==> config.mk <==
export PLATFORM = sky130hd
export DESIGN_NAME = largepage_tlb
export DESIGN_NICKNAME = d
export VERILOG_FILES = /design/src/rtl/lpt_pkg.sv /design/src/rtl/lpt_entry.sv /design/src/rtl/lpt_lru.sv /design/src/rtl/lpt_select.sv /design/src/rtl/largepage_tlb.sv
export SDC_FILE = /design/constraint.sdc
export NUM_CORES = 2
export LEC_CHECK = 0
export BUFFER_PORTS_ARGS = -buffer_cell sky130_fd_sc_hd__buf_2
export CORE_AREA = 3 3 260 389
export DETAILED_ROUTE_END_ITERATION = 8
export DIE_AREA = 0 0 263 392
export PLACE_DENSITY_LB_ADDON = 0.2
export SYNTH_ARGS = -nofsm -noshare
export SYNTH_HDL_FRONTEND = slang
export SYNTH_SLANG_ARGS = --single-unit
==> constraint.sdc <==
create_clock -name clk -period 10.55 [get_ports clk]
set_input_delay 0.5275 -clock clk [delete_from_list [all_inputs] [get_ports clk]]
set_output_delay 0.5275 -clock clk [all_outputs]
set_load 0.01 [all_outputs]
==> src/rtl/lpt_pkg.sv <==
package lpt_pkg;

    // smallest page: 1 KB
    localparam int unsigned MIN_OFF = 10;

    typedef enum logic [1:0] {
        PG_1K  = 2'd0,
        PG_64K = 2'd1,
        PG_1M  = 2'd2,
        PG_16M = 2'd3
    } pg_size_t;

    localparam logic [1:0] ACC_LOAD  = 2'd0;
    localparam logic [1:0] ACC_STORE = 2'd1;

    typedef struct packed {
        logic sup_wr;
        logic usr_ex;
        logic usr_wr;
        logic usr_rd;
    } perm_t;

    function automatic int unsigned off_bits(input logic [1:0] sz);
        int unsigned r;
        unique case (pg_size_t'(sz))
            PG_1K:  r = MIN_OFF;
            PG_64K: r = MIN_OFF + 6;
            PG_1M:  r = MIN_OFF + 10;
            PG_16M: r = MIN_OFF + 14;
        endcase
        return r;
    endfunction

endpackage

==> src/rtl/lpt_entry.sv <==
module lpt_entry
    import lpt_pkg::*;
#(
    parameter int VA_W  = 32,
    parameter int PA_W  = 32,
    parameter int PID_W = 8
) (
    input  logic             clk,
    input  logic             rst_n,
    input  logic             wr_sel,
    input  logic             wr_valid,
    input  logic [VA_W-1:0]  wr_vaddr,
    input  logic [PID_W-1:0] wr_pid,
    input  logic [1:0]       wr_size,
    input  logic [PA_W-1:0]  wr_paddr,
    input  perm_t            wr_perm,
    input  logic [VA_W-1:0]  lk_vaddr,
    input  logic [PID_W-1:0] lk_pid,
    output logic             match,
    output logic [PA_W-1:0]  xlat_pa,
    output perm_t            perm_o
);

    localparam int LOW_W = (VA_W < PA_W) ? VA_W : PA_W;

    logic             e_valid;
    logic [VA_W-1:0]  e_va;
    logic [PID_W-1:0] e_pid;
    logic [1:0]       e_size;
    logic [PA_W-1:0]  e_pa;
    perm_t            e_perm;

    logic [VA_W-1:0]  va_mask;
    logic [PA_W-1:0]  pa_keep;
    logic [PA_W-1:0]  va_low;

    always_ff @(posedge clk) begin
        if (!rst_n) begin
            e_valid <= 1'b0;
            e_va    <= '0;
            e_pid   <= '0;
            e_size  <= '0;
            e_pa    <= '0;
            e_perm  <= '0;
        end else if (wr_sel) begin
            e_valid <= wr_valid;
            e_va    <= wr_vaddr;
            e_pid   <= wr_pid;
            e_size  <= wr_size;
            e_pa    <= wr_paddr;
            e_perm  <= wr_perm;
        end
    end

    always_comb begin
        va_mask = {VA_W{1'b1}} << off_bits(e_size);
        pa_keep = {PA_W{1'b1}} << off_bits(e_size);
        va_low  = '0;
        for (int i = 0; i < LOW_W; i++) begin
            va_low[i] = lk_vaddr[i];
        end
    end

    always_comb begin
        match   = e_valid && (e_pid == lk_pid) &&
                  (((lk_vaddr ^ e_va) & va_mask) == '0);
        xlat_pa = (e_pa & pa_keep) | (va_low & ~pa_keep);
        perm_o  = e_perm;
    end

endmodule

==> src/rtl/lpt_lru.sv <==
module lpt_lru (
    input  logic clk,
    input  logic rst_n,
    input  logic touch_w0,
    input  logic touch_w1,
    input  logic fill_en,
    input  logic fill_way,
    output logic victim
);

    typedef enum logic {
        VICT_W0 = 1'b0,
        VICT_W1 = 1'b1
    } lru_state_t;

    lru_state_t state, nxt;

    always_ff @(posedge clk) begin
        if (!rst_n) begin
            state <= VICT_W0;
        end else begin
            state <= nxt;
        end
    end

    always_comb begin
        nxt = state;
        unique case (state)
            VICT_W0: begin
                if (fill_en) begin
                    nxt = fill_way ? VICT_W0 : VICT_W1;
                end else if (touch_w0) begin
                    nxt = VICT_W1;
                end
            end
            VICT_W1: begin
                if (fill_en) begin
                    nxt = fill_way ? VICT_W0 : VICT_W1;
                end else if (touch_w1) begin
                    nxt = VICT_W0;
                end
            end
        endcase
    end

    always_comb begin
        victim = (state == VICT_W1);
    end

endmodule

==> src/rtl/lpt_select.sv <==
module lpt_select
    import lpt_pkg::*;
#(
    parameter int N    = 16,
    parameter int PA_W = 32
) (
    input  logic [N-1:0]    hit_vec,
    input  logic [PA_W-1:0] pa_arr [N],
    input  perm_t           perm_arr [N],
    input  logic            lk_super,
    input  logic [1:0]      lk_access,
    output logic            hit,
    output logic            multi,
    output logic            fault,
    output logic [PA_W-1:0] paddr
);

    perm_t pm;
    logic  deny;

    always_comb begin
        paddr = '0;
        pm    = '0;
        for (int i = N - 1; i >= 0; i--) begin
            if (hit_vec[i]) begin
                paddr = pa_arr[i];
                pm    = perm_arr[i];
            end
        end
    end

    always_comb begin
        if (lk_access == ACC_LOAD) begin
            deny = lk_super ? 1'b0 : !pm.usr_rd;
        end else if (lk_access == ACC_STORE) begin
            deny = lk_super ? !pm.sup_wr : !pm.usr_wr;
        end else begin
            deny = lk_super ? 1'b0 : !pm.usr_ex;
        end
    end

    always_comb begin
        hit   = |hit_vec;
        multi = |(hit_vec & (hit_vec - {{(N-1){1'b0}}, 1'b1}));
        fault = hit && deny;
    end

endmodule

==> src/rtl/largepage_tlb.sv <==
module largepage_tlb
    import lpt_pkg::*;
#(
    parameter int VA_W  = 32,
    parameter int PA_W  = 32,
    parameter int PID_W = 8,
    parameter int SETS  = 8
) (
    input  logic             clk,
    input  logic             rst_n,
    input  logic             lk_touch,
    input  logic [VA_W-1:0]  lk_vaddr,
    input  logic [PID_W-1:0] lk_pid,
    input  logic             lk_super,
    input  logic [1:0]       lk_access,
    output logic             lk_hit,
    output logic             lk_multi,
    output logic             lk_fault,
    output logic [PA_W-1:0]  lk_paddr,
    input  logic             wr_en,
    input  logic             wr_valid,
    input  logic             wr_use_lru,
    input  logic             wr_way,
    input  logic [1:0]       wr_size,
    input  logic [VA_W-1:0]  wr_vaddr,
    input  logic [PID_W-1:0] wr_pid,
    input  logic [PA_W-1:0]  wr_paddr,
    input  logic [3:0]       wr_perm
);

    localparam int WAYS  = 2;
    localparam int SET_W = $clog2(SETS);
    localparam int N     = SETS * WAYS;

    logic [SET_W-1:0] wr_set;
    logic             fill_way;
    logic [SETS-1:0]  victim;
    logic [N-1:0]     hit_vec;
    logic [PA_W-1:0]  pa_arr   [N];
    perm_t            perm_arr [N];

    always_comb begin
        wr_set   = wr_vaddr[off_bits(wr_size) +: SET_W];
        fill_way = wr_use_lru ? victim[wr_set] : wr_way;
    end

    for (genvar s = 0; s < SETS; s++) begin : g_set
        logic fill_here;
        assign fill_here = wr_en && (wr_set == SET_W'(s));

        for (genvar w = 0; w < WAYS; w++) begin : g_way
            lpt_entry #(
                .VA_W (VA_W),
                .PA_W (PA_W),
                .PID_W(PID_W)
            ) u_entry (
                .clk     (clk),
                .rst_n   (rst_n),
                .wr_sel  (fill_here && (fill_way == 1'(w))),
                .wr_valid(wr_valid),
                .wr_vaddr(wr_vaddr),
                .wr_pid  (wr_pid),
                .wr_size (wr_size),
                .wr_paddr(wr_paddr),
                .wr_perm (perm_t'(wr_perm)),
                .lk_vaddr(lk_vaddr),
                .lk_pid  (lk_pid),
                .match   (hit_vec[s*WAYS+w]),
                .xlat_pa (pa_arr[s*WAYS+w]),
                .perm_o  (perm_arr[s*WAYS+w])
            );
        end

        lpt_lru u_lru (
            .clk     (clk),
            .rst_n   (rst_n),
            .touch_w0(lk_touch && !lk_multi && hit_vec[s*WAYS]),
            .touch_w1(lk_touch && !lk_multi && hit_vec[s*WAYS+1]),
            .fill_en (fill_here),
            .fill_way(fill_way),
            .victim  (victim[s])
        );
    end

    lpt_select #(
        .N   (N),
        .PA_W(PA_W)
    ) u_select (
        .hit_vec  (hit_vec),
        .pa_arr   (pa_arr),
        .perm_arr (perm_arr),
        .lk_super (lk_super),
        .lk_access(lk_access),
        .hit      (lk_hit),
        .multi    (lk_multi),
        .fault    (lk_fault),
        .paddr    (lk_paddr)
    );

endmodule

==> key figures <==
Placement
  – Pre-CTS WS: 4.05 ns
  – RePlAce Congestion: 0.952
  – Number of I/O port buffers: 162
  – HPWL Detailed: 139 mm

CTS
  – Clock transition at path regs: 0.07 ns
  – Sink Count: 1216
  – Post CTS Setup Buffer Count: 0
  – H-Tree Depth: 3
  – Clk buf depth: 3
  – Gates resized, CTS repair: 0
  – Worst-Skew Late Latency: 0.73 ns
  – TritonCTS clock tree: built
  – CTS buffer count: 114
  – # hold bufs at CTS: 0
  – Clock tree root buffer cell: clkbuf_16

Floorplan
  – Rows: 141
  – Core area: 0.0984 mm²
  – Io pins: 163
  – Die Y: 392 µm
  – Initial core utilization: 0.644
  – Die area: 0.103 mm²
  – Width of the die: 263 µm

Routing
  – Initial DRC Count: 6579
  – DR vias/cell: 6.41
  – Via count: 57200
  – ANT nets after route: 0
  – DRC viols: 0
  – Initial DRT Pass Iterations: 8
  – Final WL: 228 mm
  – WL per Instance: 25.6 µm

STA
  – Final Max Slew Viols: 0
  – Worst slew margin: 0.0382
  – Final Hold Fails: 0
  – Setup tns final: 0 ns
  – Fin crit share: 0.679
  – RSZ-0062 raised after global routing: false
  – Slew @ Worst Pin: 1.43 ns
  – Final setup slack of the worst path: 3.39 ns
  – Fmax: 140 MHz
  – Final setup fails: 0
  – Minimum clock period: 7.16 ns
  – Clock Skews: 0.0195 ns

Critical path
  – Critical path class: reg -> out
  – Buf/Inv on CP: 3
  – CP Data Arrival Time: 6.63 ns
  – Data required, critical path: 10.02 ns
  – Max stage delay on crit path: 1.14 ns
  – Crit path top cell by count: nor2_1
  – Crit Path Max Fanout: 18
  – Critical path cell sequence: inv_1 -> ha_1 -> buf_4 -> nor2_1 -> a41oi_1 -> nor2_1 -> and4_1 -> nand2_1 -> nor2_1 -> a221oi_1 -> a221o_1 -> buf_2
  – Worst setup EP type: output port
  – Startpoint Class: flip-flop
  – Top delay family on crit path: simple AND/OR/NAND/NOR gates
  – Worst path slowest cell: nor2_1

Yosys
  – Cell count after synthesis: 7996
  – Sequential fraction of the synthesis area: 0.384
  – Ys flop type: dfxtp_1
  – Area contributors post-synth: dfxtp_1 38%, nand2_1 16%, a21boi_0 11%
  – Top-count cell post-synth: nand2_1
  – Netlist cell types: 87
  – Flops & latches, synth: 1216
  – Post-synth ARST share: 0
  – Synthesized area: 0.0634 mm²
  – Post-synth top area share: 0.384
  – Synth area leader: dfxtp_1
  – YS warnings: 0
  – Number of flops mapped to enable cells by yosys: 0
  – Top cells by count, synth: 2646 x nand2_1, 1216 x dfxtp_1, 926 x a21boi_0
  – Syn avg cell area: 7.93 µm²
  – Syn nets: 8178

Power and ir drop
  – Switching part of the total: 0.262
  – Clock share of power: 0.432
  – Pwr dens: 153 mW/mm²
  – Maximum vdd ir drop: 0.141 mV
  – P_int: 7560 µW
  – Comb power frac: 0.103
  – Final Power: 10300 µW
  – Net switching power: 2690 µW
  – P_leak: 0.0237 µW
  – Reg power frac: 0.465

Hold path
  – Path type of the worst min-delay path: in -> reg

GRT
  – Number of global-route vias before repair: 55100
  – First-pass GRT wire length: 338 mm
  – Initial antenna violation count: 12
  – GRT overflow: 0
  – Pin count of the biggest net entering global routing: 291
  – All-Layer GR Usage: 0.428

Cells and area
  – Fill count: 8254
  – Reg area: 0.0243 mm²
  – Layout cell share with drive strength beyond 1: 0.0788
  – Area of the multi-input gates: 0.0355 mm²
  – Layout Nets: 7724
  – Synthesis-to-layout area growth: 6.07%

Status
  – Status: finished clean

Run
  – Max Cap Viol: 0
[worst register-to-register path: stages, from the launching register on]
cell       delay (ns)
dfxtp_1          0.35
inv_1            0.09
ha_1             0.14
buf_4            0.37
nand2_1          0.31
a41oi_1          0.74
nor4_1           0.14
nand4_1          0.13
buf_4            0.62
o2111ai_2        0.41
nor3_2           0.23
and4_1           0.63
a22o_1           0.48
and3_4           0.33
a31oi_1          0.10
o211a_1          0.26
[power groups by stage]
stage	Clock, µW	Sequential, µW	Combinational, µW
after floorplan	0	4850	710
after global routing	4610	4780	1110
after global placement	0	4860	999
after CTS	4440	4770	1020
after detailed placement	0	4870	1020
final	4430	4770	1060
[area by class of cell]
cell class	instances	share of cell area
tap	1287	0.0239
clock inverter	54	0.0103
clock buffer	157	0.0490
antenna	8	0.000298
inverter	53	0.00296
sequential	1216	0.362
multi-input combinational	5900	0.528
timing repair buffer	257	0.0234
[flip-flops by register name (all words and copies together) (netlist names)]
| name | cells |
|---|---|
| g_set.g_way.u_entry.e_pid | 128 |
| g_set.g_way.u_entry.e_va | 484 |
| g_set.g_way.u_entry.e_valid | 16 |
| g_set.u_lru.victim | 8 |
| g_set.g_way.u_entry.perm_o | 64 |
| g_set.g_way.u_entry.e_pa | 484 |
| g_set.g_way.u_entry.e_size | 32 |
[cell families after synthesis]
group / share of synthesized area
AND/OR/NAND/NOR: 0.196
AO/OA/AOI/OAI: 0.212
flip-flops: 0.384
buffers and inverters: 0.0601
XOR/XNOR: 0.0845
multiplexers: 0.0530
adder cells (fa/ha/maj): 0.0110
[layout by cell type, fill, tap and decap left out, drive strengths merged, types with 20 or more instances in the layout]
| cell type | n |
|---|---|
| o41a | 20 |
| o221ai | 34 |
| buf | 257 |
| clkbuf | 157 |
| a21oi | 113 |
| o21ai | 173 |
| dfxtp | 1216 |
| mux2i | 242 |
| inv | 55 |
| ha | 54 |
| nor4 | 28 |
| nor3 | 41 |
| a41oi | 28 |
| xnor2 | 400 |
| o41ai | 27 |
| nand4 | 70 |
| clkinv | 37 |
| mux2 | 67 |
| nor2 | 120 |
| nand3 | 109 |
| a211oi | 48 |
| a21boi | 1210 |
| xor2 | 212 |
| a221o | 24 |
| nand2 | 2647 |
[metrics by stage]
stage	cells	util	area (µm²)	hold slack, ns
floorplan	7996	-	63400	0.430
detailed placement	8712	0.642	63200	0.442
global route	8925	0.683	67200	0.0745
finish	8932	0.683	67300	0.0611
global placement	8712	0.642	63200	0.436
CTS	8923	0.683	67200	0.0374
[metal layers]
metal,routed length (µm),share of wire,track usage
met1,79300,0.35,0.488
met5,40,0.00018,0
met4,22700,0.099,0.366
met3,25700,0.11,0.105
met2,101000,0.44,0.674
[path summary, 6_finish.rpt]
kind / startpoint / end / slack (ns) / cells after the start
min reg2reg: g_set[0].g_way[1].u_entry.perm_o[2] / g_set[0].g_way[1].u_entry.perm_o[2] / 0.45 / 2
min: wr_paddr[9] / g_set[7].g_way[1].u_entry.e_pa[9] / 0.06 / 3
max reg2reg: g_set[3].g_way[1].u_entry.e_size[1] / g_set[2].u_lru.victim / 5.11 / 15
max: g_set[3].g_way[0].u_entry.e_size[0] / lk_paddr[22] / 3.39 / 12
Power figures use the tool's default switching activity.
